`src/rtl/pf_pkg.sv`:
```
package pf_pkg;

  localparam int unsigned PF_CODE_LEN = 32;
  localparam int unsigned PF_LANES    = 4;

  // ceiling log2, used to size index fields and stage counts
  function automatic int unsigned lg2(input int unsigned v);
    int unsigned r;
    r = 0;
    while ((32'd1 << r) < v) r++;
    return r;
  endfunction

endpackage

```
`src/rtl/pf_intra_word.sv`:
```
// Butterfly stages whose operands share one input word: pure XOR logic.
module pf_intra_word #(
  parameter int unsigned LANES = pf_pkg::PF_LANES
) (
  input  logic [LANES-1:0] din,
  output logic [LANES-1:0] dout
);
  localparam int unsigned LOGP = pf_pkg::lg2(LANES);

  logic [LANES-1:0] lvl [LOGP+1];

  assign lvl[0] = din;

  for (genvar s = 0; s < LOGP; s++) begin : g_lvl
    for (genvar i = 0; i < LANES; i++) begin : g_lane
      if (((i >> s) & 1) == 0) begin : g_top
        localparam int unsigned PARTNER = i + (1 << s);
        assign lvl[s+1][i] = lvl[s][i] ^ lvl[s][PARTNER];
      end else begin : g_pass
        assign lvl[s+1][i] = lvl[s][i];
      end
    end
  end

  assign dout = lvl[LOGP];

  // after all in-word stages lane 0 holds the parity of the whole word
  always_comb begin
    a_r3_lane0_parity: assert (lvl[LOGP][0] == ^din)
      else $error("lane 0 is not the parity of the input word");
  end

endmodule

```
`src/rtl/pf_frame_ctrl.sv`:
```
// Tracks the word index of the incoming word within its frame.
module pf_frame_ctrl #(
  parameter int unsigned WORDS = 8,
  parameter int unsigned TAGW  = 3
) (
  input  logic            clk,
  input  logic            rst_n,
  input  logic            in_vld,
  input  logic            in_sof,
  output logic [TAGW-1:0] idx
);
  logic [TAGW-1:0] cnt_q, cnt_d;
  logic            start;
  logic            cnt_en;

  always_comb begin
    start  = in_vld & in_sof;
    idx    = start ? '0 : cnt_q;
    cnt_en = in_vld;
    cnt_d  = idx + TAGW'(1);
  end

  always_ff @(posedge clk or negedge rst_n) begin
    if (!rst_n)      cnt_q <= '0;
    else if (cnt_en) cnt_q <= cnt_d;
  end

  // a frame is delivered as eight uninterrupted valid words
  a_r2_frame_contiguous: assert property (@(posedge clk) disable iff (!rst_n)
    ($past(in_vld) && ($past(idx) != TAGW'(WORDS-1))) |-> in_vld)
    else $error("input frame interrupted before its last word");

endmodule

```
`src/rtl/pf_fold_stage.sv`:
```
// One folded butterfly stage pairing words DIST apart: a DIST-word delay
// line plus a partner select driven by the index of the departing word.
module pf_fold_stage #(
  parameter int unsigned LANES = pf_pkg::PF_LANES,
  parameter int unsigned DIST  = 1,
  parameter int unsigned TAGW  = 3
) (
  input  logic             clk,
  input  logic             rst_n,
  input  logic [LANES-1:0] din,
  input  logic             din_vld,
  input  logic [TAGW-1:0]  din_idx,
  output logic [LANES-1:0] dout,
  output logic             dout_vld,
  output logic [TAGW-1:0]  dout_idx
);
  localparam int unsigned SEL = pf_pkg::lg2(DIST);

  logic [LANES-1:0] dat_q [DIST];
  logic [LANES-1:0] dat_d [DIST];
  logic             vld_q [DIST];
  logic             vld_d [DIST];
  logic [TAGW-1:0]  idx_q [DIST];
  logic [TAGW-1:0]  idx_d [DIST];
  logic             take_partner;

  always_comb begin
    dat_d[0] = din;
    vld_d[0] = din_vld;
    idx_d[0] = din_idx;
    for (int k = 1; k < DIST; k++) begin
      dat_d[k] = dat_q[k-1];
      vld_d[k] = vld_q[k-1];
      idx_d[k] = idx_q[k-1];
    end
  end

  always_ff @(posedge clk or negedge rst_n) begin
    if (!rst_n) begin
      for (int k = 0; k < DIST; k++) begin
        dat_q[k] <= '0;
        vld_q[k] <= 1'b0;
        idx_q[k] <= '0;
      end
    end else begin
      for (int k = 0; k < DIST; k++) begin
        dat_q[k] <= dat_d[k];
        vld_q[k] <= vld_d[k];
        idx_q[k] <= idx_d[k];
      end
    end
  end

  always_comb begin
    dout_vld     = vld_q[DIST-1];
    dout_idx     = idx_q[DIST-1];
    take_partner = ~dout_idx[SEL];
    dout         = dat_q[DIST-1] ^ (take_partner ? din : '0);
  end

  // an upper operand leaves only while its partner sits on the input
  a_r3_partner_aligned: assert property (@(posedge clk) disable iff (!rst_n)
    (dout_vld && !dout_idx[SEL]) |-> (din_vld && (din_idx == dout_idx + TAGW'(DIST))))
    else $error("butterfly partner not aligned");

endmodule

```
`src/rtl/polar_fold_enc.sv`:
```
module polar_fold_enc #(
  parameter int unsigned CODE_LEN = pf_pkg::PF_CODE_LEN,
  parameter int unsigned LANES    = pf_pkg::PF_LANES
) (
  input  logic             clk,
  input  logic             rst_n,
  input  logic             in_vld,
  input  logic             in_sof,
  input  logic [LANES-1:0] in_bits,
  output logic             out_vld,
  output logic             out_sof,
  output logic [LANES-1:0] out_bits
);
  localparam int unsigned WORDS = CODE_LEN / LANES;
  localparam int unsigned LOGW  = pf_pkg::lg2(WORDS);
  localparam int unsigned TAGW  = (LOGW == 0) ? 1 : LOGW;

  // reset: asserted asynchronously, released on the clock
  logic [1:0] rst_sync_q;
  logic       srst_n;

  always_ff @(posedge clk or negedge rst_n) begin
    if (!rst_n) rst_sync_q <= 2'b00;
    else        rst_sync_q <= {rst_sync_q[0], 1'b1};
  end
  assign srst_n = rst_sync_q[1];

  logic [TAGW-1:0]  idx;
  logic [LANES-1:0] mixed;

  pf_frame_ctrl #(.WORDS(WORDS), .TAGW(TAGW)) u_ctrl (
    .clk    (clk),
    .rst_n  (srst_n),
    .in_vld (in_vld),
    .in_sof (in_sof),
    .idx    (idx)
  );

  pf_intra_word #(.LANES(LANES)) u_intra (
    .din  (in_bits),
    .dout (mixed)
  );

  logic [LANES-1:0] s_dat [LOGW+1];
  logic             s_vld [LOGW+1];
  logic [TAGW-1:0]  s_idx [LOGW+1];

  assign s_dat[0] = mixed;
  assign s_vld[0] = in_vld;
  assign s_idx[0] = idx;

  for (genvar g = 0; g < LOGW; g++) begin : g_fold
    pf_fold_stage #(.LANES(LANES), .DIST(1 << g), .TAGW(TAGW)) u_stage (
      .clk      (clk),
      .rst_n    (srst_n),
      .din      (s_dat[g]),
      .din_vld  (s_vld[g]),
      .din_idx  (s_idx[g]),
      .dout     (s_dat[g+1]),
      .dout_vld (s_vld[g+1]),
      .dout_idx (s_idx[g+1])
    );
  end

  // output register
  logic             vld_nxt;
  logic             sof_nxt;
  logic             bits_en;

  always_comb begin
    vld_nxt = s_vld[LOGW];
    sof_nxt = s_vld[LOGW] && (s_idx[LOGW] == '0);
    bits_en = s_vld[LOGW];
  end

  always_ff @(posedge clk or negedge srst_n) begin
    if (!srst_n) begin
      out_vld  <= 1'b0;
      out_sof  <= 1'b0;
      out_bits <= '0;
    end else begin
      out_vld <= vld_nxt;
      out_sof <= sof_nxt;
      if (bits_en) out_bits <= s_dat[LOGW];
    end
  end

  // a non-first output word always continues a running frame
  a_r4_words_contiguous: assert property (@(posedge clk) disable iff (!srst_n)
    (out_vld && !out_sof) |-> $past(out_vld))
    else $error("output word without a preceding word of its frame");

endmodule

```
`config.mk`:
```
export PLATFORM = sky130hd
export DESIGN_NAME = polar_fold_enc
export DESIGN_NICKNAME = d
export VERILOG_FILES = /design/src/rtl/pf_pkg.sv /design/src/rtl/pf_intra_word.sv /design/src/rtl/pf_frame_ctrl.sv /design/src/rtl/pf_fold_stage.sv /design/src/rtl/polar_fold_enc.sv
export SDC_FILE = /design/constraint.sdc
export NUM_CORES = 1
export LEC_CHECK = 0
export ABC_AREA = 1
export BUFFER_PORTS_ARGS = -buffer_cell sky130_fd_sc_hd__buf_4
export CORE_MARGIN = 1
export CORE_UTILIZATION = 50
export CTS_BUF_LIST = sky130_fd_sc_hd__clkbuf_16
export DETAILED_ROUTE_END_ITERATION = 10
export PLACE_DENSITY_LB_ADDON = 0.12
export SLEW_MARGIN = 20
export SYNTH_ARGS = -nofsm -noshare
export SYNTH_HDL_FRONTEND = slang
export SYNTH_SLANG_ARGS = --single-unit
```
`constraint.sdc`:
```
create_clock -name clk -period 2.6 [get_ports clk]
set_input_delay 0.13 -clock clk [delete_from_list [all_inputs] [get_ports clk]]
set_output_delay 0.13 -clock clk [all_outputs]
set_load 0.005 [all_outputs]
```
### After elaboration in Yosys (flattened, before gate mapping)

Cells that the tools add are included.

* bits in registers: 67
* latch bits: 0
* RAM bits: 0
* bits in read-only memories: 0
* output and inout bits: 6
* memories kept: 0

* add/sub/neg operators: 1
* multiply operators: 0
* div/mod/pow operators: 0
* order comparisons: 0
* eq/ne operators: 0
* shift-type cells: 0
* muxes and demuxes: 4
* bitwise logic cells: 8
* reduce and logical (&&, ||, !) cells: 2

Operator list (number)
* $mux 4: 3
* $xor 4x4->4: 3
* $xor 1x1->1: 4
* $add 3x1->3 const B: 1
* $logic_not 3->1: 1
* $mux 3: 1
* $and 1x1->1: 1
* $logic_and 1x1->1: 1

### Depth between registers and ports, before layout

Gate-level depths: netlist of run 1.

* depth in word-level cells: 8
* mapped depth: 12
* gate-level depth less buffers: 12

### By module

A second synthesis of run 1 with hierarchy kept.

* cells, all modules: 188
* area, all modules: 2200.9 sq um

By module, submodules not included
* pf_fold_stage (g_fold[2].u_stage): instances 1, cells each 53, area each 884.6 sq um, seq. area each 800.8 sq um
* pf_fold_stage (g_fold[1].u_stage): instances 1, cells each 37, area each 484.2 sq um, seq. area each 400.4 sq um
* polar_fold_enc: instances 1, cells each 28, area each 292.8 sq um, seq. area each 200.2 sq um
* pf_fold_stage (g_fold[0].u_stage): instances 1, cells each 29, area each 284.0 sq um, seq. area each 200.2 sq um
* pf_frame_ctrl: instances 1, cells each 22, area each 167.7 sq um, seq. area each 75.1 sq um
* pf_intra_word: instances 1, cells each 19, area each 87.6 sq um, seq. area each 0.0 sq um

### Worst setup path before layout of run 1

Ideal clock, no wire load.

* path kind: reg2reg
* from: register g_fold[0].u_stage.idx_q, in the netlist g_fold[0].u_stage.dout_idx[0]
* to: register out_bits[3]
* arrival: 1.112 ns
* required time: 2.476 ns
* slack: 1.364 ns
* stages on the path, launching flop included: 9
* period minus slack after synthesis: 1.236 ns
* cells stage by stage: dfrtp_1 > inv_1 > nand3_1 > nand2_1 > nor2_2 > xor2_1 > nand2_1 > xor2_1 > o21ai_1

* word-level cells in the longest chain between the ends: 6

Ends and longest elaborated chain
* start: declaration: RTL line pf_fold_stage.sv:23 `logic [TAGW-1:0] idx_q [DIST];`
* start signal: indexed assignment: RTL line pf_fold_stage.sv:49 `idx_q[k] <= idx_d[k];`
* $mux 4: RTL line pf_fold_stage.sv:58 `dout = dat_q[DIST-1] ^ (take_partner ? din : '0);`
* $xor 4x4->4: RTL line pf_fold_stage.sv:58
* $mux 4: RTL line pf_fold_stage.sv:58
* $xor 4x4->4: RTL line pf_fold_stage.sv:58
* via g_fold[1].u_stage.dout[3]: RTL line pf_fold_stage.sv:13 `output logic [LANES-1:0] dout,`
* $mux 4: RTL line pf_fold_stage.sv:58
* $xor 4x4->4: RTL line pf_fold_stage.sv:58
* end signal: assignment: RTL line polar_fold_enc.sv:84 `if (bits_en) out_bits <= s_dat[LOGW];`
* end: declaration: RTL line polar_fold_enc.sv:12 `output logic [LANES-1:0] out_bits`

The timed path passes the listed nets, and every way through them passes these cells.
A chain may end at the register's enable or synchronous reset.

### Final worst setup path of run 1

* from: input port in_bits[3]
* to: register out_bits[0]

* word-level cells in the longest chain between the ends: 8

Ends and longest elaborated chain
* start: declaration: RTL line polar_fold_enc.sv:9 `input logic [LANES-1:0] in_bits,`
* $xor 1x1->1: RTL line pf_intra_word.sv:18 `assign lvl[s+1][i] = lvl[s][i] ^ lvl[s][PARTNER];`
* via g_fold[0].u_stage.din[2]: RTL line pf_fold_stage.sv:10 `input logic [LANES-1:0] din,`
* $xor 1x1->1: RTL line pf_intra_word.sv:18
* $mux 4: RTL line pf_fold_stage.sv:58
* $xor 4x4->4: RTL line pf_fold_stage.sv:58
* via g_fold[0].u_stage.dout[0]: RTL line pf_fold_stage.sv:13
* $mux 4: RTL line pf_fold_stage.sv:58
* $xor 4x4->4: RTL line pf_fold_stage.sv:58
* via g_fold[1].u_stage.dout[0]: RTL line pf_fold_stage.sv:13
* $mux 4: RTL line pf_fold_stage.sv:58
* $xor 4x4->4: RTL line pf_fold_stage.sv:58

The timed path passes the listed nets, and every way through them passes these cells.

==> results of run 1 <==
-- metrics by stage --
step | setup slack [ns] | hold slack, ns | power [mW]
after floorplan | 0.596 | -0.166 | 1.56
after global placement | 1.20 | -0.0882 | 1.66
after detailed placement | 1.15 | -0.0857 | 1.68
after CTS | 1.02 | 0.00358 | 2.81
after global routing | 0.828 | 0.00953 | 2.93
final | 1.00 | 0.0154 | 2.76
-- registers in the layout, indices dropped and copies added, names as in the netlist --
| signal | count |
|---|---|
| out_bits | 4 |
| g_fold.u_stage.dout_vld | 3 |
| g_fold.u_stage.dat_d | 16 |
| u_ctrl.cnt_q | 3 |
| g_fold.u_stage.dat_q | 12 |
| out_sof | 1 |
| g_fold.u_stage.idx_d | 12 |
| rst_sync_q | 2 |
| g_fold.u_stage.dout_idx | 9 |
| out_vld | 1 |
| g_fold.u_stage.vld_d | 4 |
-- how the worst max path moves through the flow --
stage / end / slack (ns) / depth (start not counted)
6_report: out_bits[0] / 1.00 / 14
5_1_grt: out_bits[0] / 0.83 / 14
4_1_cts: out_bits[0] / 1.02 / 14
3_5_place_dp: out_bits[3] / 1.15 / 8
3_3_place_gp: out_bits[3] / 1.20 / 8
2_1_floorplan: g_fold[0].u_stage.dat_q[0] / 0.60 / 0
-- critical path: cells and delay by family --
kind                   cells  cell delay, ns
and+or+nand+nor           11            0.90
buffers and inverters      3            0.77
-- cells by family after synthesis --
logic type / after synthesis / synth area share (%)
other cells: 1 / 0.174
compound gates: 5 / 1.28
buf+inv: 19 / 3.31
fa+ha+maj: 1 / 0.581
simple gates: 66 / 13.6
flops: 67 / 77.9
xor+xnor: 6 / 3.14
-- synthesized netlist by cell type, types with 2 or more instances --
library cell,instances,share of area (%)
nand2_2,3,0.87
nand2_1,41,7.2
nand3_1,12,2.8
o21ai_0,2,0.47
nor2_1,2,0.35
and2_1,2,0.58
dfrtp_1,67,78
nand3b_1,2,0.70
xnor2_2,2,1.5
nand4_1,2,0.58
xor2_1,3,1.2
inv_1,19,3.3
-- layer usage --
| layer | part of all wire (%) | wire length, um | GRT usage, % | vias to the layer above |
|---|---|---|---|---|
| met5 | 0 | 0 | 0 | - |
| met4 | 2.9 | 88 | 10.4 | 0 |
| met3 | 5.6 | 166 | 8.61 | 7 |
| met2 | 46 | 1390 | 24.6 | 24 |
| met1 | 45 | 1340 | 20.8 | 566 |
| li1 | - | - | - | 566 |
-- repair_timing --
item                                   in CTS  in global routing
hold buffers                                3                  0
resized for setup                           0                  0
endpoints found under the hold margin       4                  0
-- cells in the final DEF, fill, tap and decap left out, drive strengths merged, types with 2 or more instances in the layout --
| cell type | n |
|---|---|
| nand4 | 2 |
| dlygate4sd3 | 3 |
| nand2 | 44 |
| xor2 | 3 |
| clkbuf | 9 |
| clkinv | 3 |
| and2 | 2 |
| buf | 15 |
| inv | 21 |
| nand3b | 2 |
| dfrtp | 67 |
| nor2 | 3 |
| o21ai | 3 |
| xnor2 | 3 |
| nand3 | 12 |
-- power breakdown --
group / leakage, nW / internal (mW) / total, mW / switching (mW)
logic: 0.406 / 0.133 / 0.293 / 0.159
registers: 0.809 / 1.28 / 1.37 / 0.0963
clock network: 0.145 / 0.720 / 1.10 / 0.379
-- layout make-up --
| type | instances | area, um2 | share of cell area, % |
|---|---|---|---|
| multi-input combinational | 79 | 404 | 15.3 |
| tap | 50 | 62.6 | 2.37 |
| inverter | 19 | 71.3 | 2.70 |
| clock buffer | 9 | 225 | 8.54 |
| sequential | 67 | 1680 | 63.7 |
| timing repair buffer | 18 | 143 | 5.41 |
| clock inverter | 6 | 51.3 | 1.94 |
==> run metrics, run 1 <==
status=finished clean; area delta synth->final=22.6%; fin cells=about 250; Final Cell Area=between 2000 and 3000 um2; crit-path max cell delay=between 0.5 and 0.6 ns; First-pass DRT Iterations=4; final WL=between 2 and 3 mm; crit end category=flop; pin count of the biggest net entering global routing=~50; Placed Cells incl. Taps=230; via count=~1200; Inserted Clock Buffers=9; first-pass GRT wire length=slightly above 5 mm; Synth Net Count=about 170; HP Start=in_sof; # setup viols final=0; async set or reset register ratio after synthesis=100%; maximum root-to-sink buffer count=2; total setup buffers inserted after CTS=0; CTS tree=built; register area share after synthesis=slightly below 80%; Leak Pwr=between 1 and 1.5 nW; post-synthesis cell type count=20; hold crit path type=input pin to flop; crit path DAT=between 1.5 and 2 ns; detailed router's first-iteration violation count=75; r2r endpoint=out_bits[3]; DIE WIDTH=67.6 um; ANT nets after route=0; Starting Density=between 50% and 60%; GP Congestion=approximately 0.70; WS Path Type=input pin to flop; number of global-route vias before repair=1133; synthesized cell area=around 2200 um2; worst hold path stage count=2; Crit-path slowest cell=dlygate4sd3_1; Pins Over Slew Limit=0; via/cell ratio=between 4 and 5; # DRC=0; WL/cell=12.0 um; crit path time final=1.60 ns; Slew @ Worst Pin=a little under 0.6 ns; period utilization=between 60 and 70%; clk_lat worst skew=about 0.32 ns; CTS sink count=67; total global routing overflow=0; Syn Area/Cell=around 13 um2; Yosys warnings=0; nets@finish=~200; count of input and output buffers=13; Critical Path RT=2.81 ns; fillcell total=about 290; ANT cells=0; Worst Hold Endpoint=g_fold[0].u_stage.dout_idx[1]; chip height=67.6 um; number of flops mapped to enable cells by yosys=0; worst flop-to-flop path startpoint=g_fold[0].u_stage.dout_idx[0]; CP most frequent cell=nand2_1; clock slew at reported path FFs=about 0.05 ns; maximum vdd drop=~0.53 mV; Most used DFF post-synth=dfrtp_1; FMAX=approximately 630 MHz; cell count after synthesis=around 170; crit-path cells=dlygate4sd3_1 > buf_4 > inv_1 > nand2_1 > nand2_1 > nand2_1 > nand3_1 > nand2_1 > nand2_1 > nand3_1 > nand2_1 > nand3_1 > nand3_1 > nand2_1; total die area=approximately 4600 um2; clock root cell=clkbuf_16; Rows=23; pwr/cell area=~1000 nW/um2; clock skew=0.00717 ns; crit path launch=in_bits[3]; GRT Util Overall=approximately 17%; DPL Wire Length=roughly 2.0 mm; Cell Area, Placed=2330 um2; number of synthesized register bits=67; share of post-route cells with drive strength above 1=roughly 17%; I/O pin count=14; RSZ-0062 raised after global routing=no; Worst Path Max Fanout=6; antenna violations before repair=0; R2R setup slack=between 1 and 1.5 ns; Setup TNS=0 ns; max_cap viols=0; final core utilization=about two thirds; Core ar.=between 4000 and 5000 um2; R2R cell count=8; endpoints failing hold=0; CP startpoint kind=input pin; Slew headroom=roughly 60%; htree depth=3
No activity file was read; power rests on OpenSTA's default activity.
==> inputs of run 2 (changes only) <==
==> constraint.sdc (replaced) <==
create_clock -name clk -period 1.39 [get_ports clk]
set_input_delay 0.0695 -clock clk [delete_from_list [all_inputs] [get_ports clk]]
set_output_delay 0.0695 -clock clk [all_outputs]
set_load 0.005 [all_outputs]
==> run metrics, run 2 (synthesis results as in run 1) <==
Pins Over Slew Limit=0 (unchanged); Min Hold Slack=0.0528 ns (+0.0374 ns); Core ar.=4060 um2 (unchanged); R2R setup slack=0.03 ns (-1.12 ns); nets@finish=210 (+3.4%); pin count of the biggest net entering global routing=24 (-51%); DIE WIDTH=67.6 um (unchanged); Final Cell Area=2730 um2 (+3.5%); Leak Pwr=1.40 nW (+3.2%); number of global-route vias before repair=1201 (+6.0%); total global routing overflow=0 (unchanged); share of post-route cells with drive strength above 1=21.5% (+4.3 points); Place WS=-0.0147 ns (-1.16 ns); max_cap viols=0 (unchanged); CP startpoint kind=flop; WS Path Type=flop to flop; Starting Density=53.0% (unchanged); multi-input logic area=417 um2 (+3.1%); max reg flops=16 (unchanged); first-pass GRT wire length=5.38 mm (+4.1%); Critical Path RT=1.59 ns (-1.22 ns); RSZ-0062 raised after global routing=yes; via/cell ratio=4.67 (-0.32%); Cell Area, Placed=2360 um2 (+1.4%); clk_lat worst skew=0.32 ns (about the same); HP Start=in_bits[2]; maximum root-to-sink buffer count=2 (unchanged); maximum vdd drop=0.969 mV (+84%); R2R cell count=8 (unchanged); Seq. cell area=1680 um2 (-0.15%); period utilization=97.8%; ANT nets after route=0 (unchanged); # setup viols final=0 (unchanged); Worst Path Max Fanout=6 (unchanged); crit path DAT=1.56 ns (-0.25 ns); fin cells=255 (+2.8%); CTS sink count=67 (unchanged); htree depth=3 (unchanged); clock slew at reported path FFs=0.05 ns (about the same); count of input and output buffers=13 (unchanged); antenna violations before repair=0 (unchanged); chip height=67.6 um (unchanged); ANT cells=0 (unchanged); GRT Util Overall=17.8% (+0.52 points); via count=1192 (+2.5%); Placed Cells incl. Taps=231 (+0.43%); Rows=23 (unchanged); First-pass DRT Iterations=4 (unchanged); DPL Wire Length=2.07 mm (+5.5%); area delta synth->final=26.9%; # DRC=0 (unchanged); Design Power=5.29 mW (+91%); GP Congestion=0.745 (+6.6%); worst flop-to-flop path startpoint=g_fold[0].u_stage.dout_idx[0]; Inserted Clock Buffers=9 (unchanged); endpoints failing hold=0 (unchanged); final core utilization=67.3% (+2.3 points); fillcell total=296 (+2.4%); final WL=3.20 mm (+7.2%); crit end category=flop; hold crit path type=input pin to flop; clock root cell=clkbuf_16; most frequent cells in the layout=dfrtp_1, nand2_1, inv_1; most common cell after layout, fill and taps aside=dfrtp_1; r2r endpoint=out_bits[3]; detailed router's first-iteration violation count=65 (-13%); WL/cell=12.6 um (+4.3%); pwr/cell area=1940 nW/um2 (+85%); Worst Slack Setup Final=0.0306 ns (-0.971 ns); clock skew=0.00833 ns (+0.00116 ns); status=finished clean; total die area=4570 um2 (unchanged); I/O pin count=14 (unchanged); CTS tree=built; crit path time final=~1.4 ns; Setup TNS=0 ns (unchanged); FMAX=between 700 and 800 MHz; Worst Hold Endpoint=g_fold[0].u_stage.dat_q[2]; worst hold path stage count=3 (+1)
==> run 2: changes by cell type in the layout (fill, tap and decap cells not counted), sizes merged <==
cell,before,now
buf,15,20
dlygate4sd3,3,5
==> run 2: worst max path at each step <==
stage / startpoint / end / slack, ns / cells after the start
6_report: g_fold[0].u_stage.dout_idx[0] / out_bits[3] / 0.03 / 8
5_1_grt: g_fold[0].u_stage.dout_idx[0] / out_bits[3] / -0.13 / 7
4_1_cts: g_fold[0].u_stage.dout_idx[0] / out_bits[3] / 0.01 / 7
3_5_place_dp: g_fold[0].u_stage.dout_idx[0] / out_bits[2] / -0.01 / 10
3_3_place_gp: g_fold[0].u_stage.dout_idx[0] / out_bits[2] / 0.06 / 10
2_1_floorplan: g_fold[0].u_stage.dout_idx[0] / out_bits[3] / 0.15 / 8
==> run 2: what timing repair did <==
| item | CTS | global route |
|---|---|---|
| endpoints found under the setup margin | 2 | 4 |
| cloned | 0 | 0 |
| hold buffers | 5 | 0 |
| endpoints found under the hold margin | 7 | 0 |
| setup buffers | 1 | 3 |
| gates resized for setup | 1 | 4 |
| pin swaps | 1 | 6 |
==> run 2: area by class of cell <==
| cell class | count | area share [%] |
|---|---|---|
| flip-flops and latches | 67 | 61.5 |
| clock inverters | 6 | 1.88 |
| clock buffers | 9 | 8.25 |
| multi-input cells | 79 | 15.3 |
| well taps | 50 | 2.29 |
| inverters | 19 | 2.61 |
| repair buffers | 25 | 8.25 |
==> run 2: per-layer routing <==
layer | vias up | routed length [um] | global-route usage, %
li1 | 578 | - | -
met1 | 581 | 1480 | 20.6
met2 | 22 | 1500 | 27.0
met3 | 11 | 116 | 5.57
met4 | 0 | 99 | 14.4
met5 | - | 0 | 0
==> run 2: critical path: stages (launching register included) <==
cell	delay, ns
dfrtp_1	0.40
inv_2	0.12
nand3_1	0.08
nand2_1	0.10
nor2_2	0.04
xor2_1	0.18
nand2_1	0.09
xor2_1	0.15
o21ai_1	0.07
==> run 2: where the power goes <==
part | switching [mW] | internal [mW]
Sequential | 0.180 | 2.39
Combinational | 0.339 | 0.305
Clock | 0.729 | 1.35
Total | 1.25 | 4.04
==> inputs of run 3 (changes only) <==
==> constraint.sdc (replaced) <==
create_clock -name clk -period 1.4 [get_ports clk]
set_input_delay 0.07 -clock clk [delete_from_list [all_inputs] [get_ports clk]]
set_output_delay 0.07 -clock clk [all_outputs]
set_load 0.005 [all_outputs]
==> run metrics, run 3 (synthesis results as in run 1) <==
DIE WIDTH=67.6 um (unchanged); met2 Track Usage GR=27.0% (unchanged); I/O pin count=14 (unchanged); share of post-route cells with drive strength above 1=21.1% (-0.38 points); # DRC=0 (unchanged); max reg flops=16 (unchanged); Pins Over Slew Limit=0 (unchanged); number of global-route vias before repair=1201 (unchanged); Starting Density=53.0% (unchanged); CTS sink count=67 (unchanged); Rows=23 (unchanged); detailed router's first-iteration violation count=55 (-15%); First-pass DRT Iterations=4 (unchanged); FMAX=736 MHz (about the same); area delta synth->final=26.5%; first-pass GRT wire length=5.38 mm (unchanged); htree depth=3 (unchanged); met1 Usage GRT=20.6% (unchanged); period utilization=97.1% (-0.70 points); pwr/cell area=1920 nW/um2 (-0.70%); maximum vdd drop=0.962 mV (-0.73%); CTS tree=built; status=finished clean; hold crit path type=input pin to flop; GRT Util Overall=17.8% (unchanged); crit-path cells=inv_2 > nand3_1 > nand2_1 > nor2_2 > xor2_1 > nand2_1 > xor2_1 > o21ai_1; # setup viols final=0 (unchanged); GRT met3 Usage=5.57% (unchanged); via count=1188 (-0.34%); RSZ-0062 raised after global routing=yes; crit end category=flop; Core ar.=4060 um2 (unchanged); most common cell after layout, fill and taps aside=dfrtp_1; ANT cells=0 (unchanged); clk_lat worst skew=0.32 ns (about the same); Worst Path Max Fanout=6 (unchanged); final core utilization=67.1% (-0.19 points); crit path time final=1.36 ns (-0.0000844 ns); Min Hold Slack=0.0533 ns (+0.000482 ns); Crit-path slowest cell=dfrtp_1; total die area=4570 um2 (unchanged); most frequent cells in the layout=dfrtp_1, nand2_1, inv_1; Critical Path RT=1.60 ns (about the same); total global routing overflow=0 (unchanged); final WL=3.20 mm (unchanged); fillcell total=298 (+0.68%); gr busiest metal=met2; crit path DAT=1.56 ns (about the same); clock slew at reported path FFs=0.05 ns (about the same); ANT nets after route=0 (unchanged); Design Power=5.24 mW (-0.97%); via/cell ratio=4.68 (about the same); Inserted Clock Buffers=9 (unchanged); CP startpoint kind=flop; max_cap viols=0 (unchanged); antenna violations before repair=0 (unchanged); GP Congestion=0.745 (unchanged); clock skew=0.00834 ns (+0.00000877 ns); DPL Wire Length=2.07 mm (unchanged); Leak Pwr=1.40 nW (-0.35%); nets@finish=209 (-0.48%); chip height=67.6 um (unchanged); pin count of the biggest net entering global routing=24 (unchanged); maximum root-to-sink buffer count=2 (unchanged); WL/cell=12.6 um (+0.39%); WS Path Type=flop to flop; clock root cell=clkbuf_16; crit-path max cell delay=0.40 ns (about the same); Setup TNS=0 ns (unchanged); endpoints failing hold=0 (unchanged); count of input and output buffers=13 (unchanged)
## run 3: where the power goes
| group | total [mW] | internal [mW] | switching (mW) |
|---|---|---|---|
| Sequential | 2.55 | 2.37 | 0.178 |
| Clock | 2.06 | 1.34 | 0.724 |
| Combinational | 0.625 | 0.291 | 0.334 |
| Total | 5.24 | 4.00 | 1.24 |
## run 3: critical path, delay by kind of cell (launching register included)
kind | cells | cell delay (ns)
AO/OA/AOI/OAI | 1 | 0.07
buffers and inverters | 1 | 0.12
AND/OR/NAND/NOR | 4 | 0.31
XOR/XNOR | 2 | 0.33
flip-flops | 1 | 0.40
## run 3: final timing paths
path	from	to	slack, ns	depth (start not counted)
min reg2reg	rst_sync_q[1]	g_fold[2].u_stage.dat_d[2]	0.18	0
min in group asynchronous	rst_n	rst_sync_q[1]	0.06	2
max reg2reg	g_fold[0].u_stage.dout_idx[0]	out_bits[3]	0.04	8
min	in_bits[2]	g_fold[0].u_stage.dat_q[2]	0.05	3
max in group asynchronous	rst_sync_q[1]	g_fold[1].u_stage.dat_d[3]	0.74	1
max	g_fold[0].u_stage.dout_idx[0]	out_bits[3]	0.04	8
## run 3: metrics by stage
step                area, um2  worst slack [ns]  std cells
finish                   2720            0.0407        254
global route             2720            -0.122        254
global placement         2360            0.0690        231
CTS                      2700            0.0237        252
floorplan                2150             0.164        165
detailed placement       2360          -0.00475        231
## run 3: area by class of cell
cell class | count | area [um2] | area share (%)
Timing Repair Buffer | 24 | 218 | 8.00
Clock buffer | 9 | 225 | 8.27
Clock inverter | 6 | 51.3 | 1.88
Inverter | 19 | 71.3 | 2.62
Multi-Input combinational cell | 79 | 417 | 15.3
Sequential cell | 67 | 1680 | 61.6
Tap cell | 50 | 62.6 | 2.30
## run 3: repair_timing
action,in CTS,in global routing
endpoints found under the hold margin,6,0
hold buffers,5,0
endpoints found under the setup margin,2,3
gates resized for setup,1,4
pin swaps,1,6
cloned,0,0
buffers inserted,1,2
## run 3: metal layers
| layer | vias to the layer above | wire length [um] | part of all wire (%) |
|---|---|---|---|
| li1 | 576 | - | - |
| met5 | - | 0 | 0 |
| met3 | 11 | 116 | 3.6 |
| met2 | 22 | 1500 | 47 |
| met1 | 579 | 1480 | 46 |
| met4 | 0 | 99 | 3.1 |
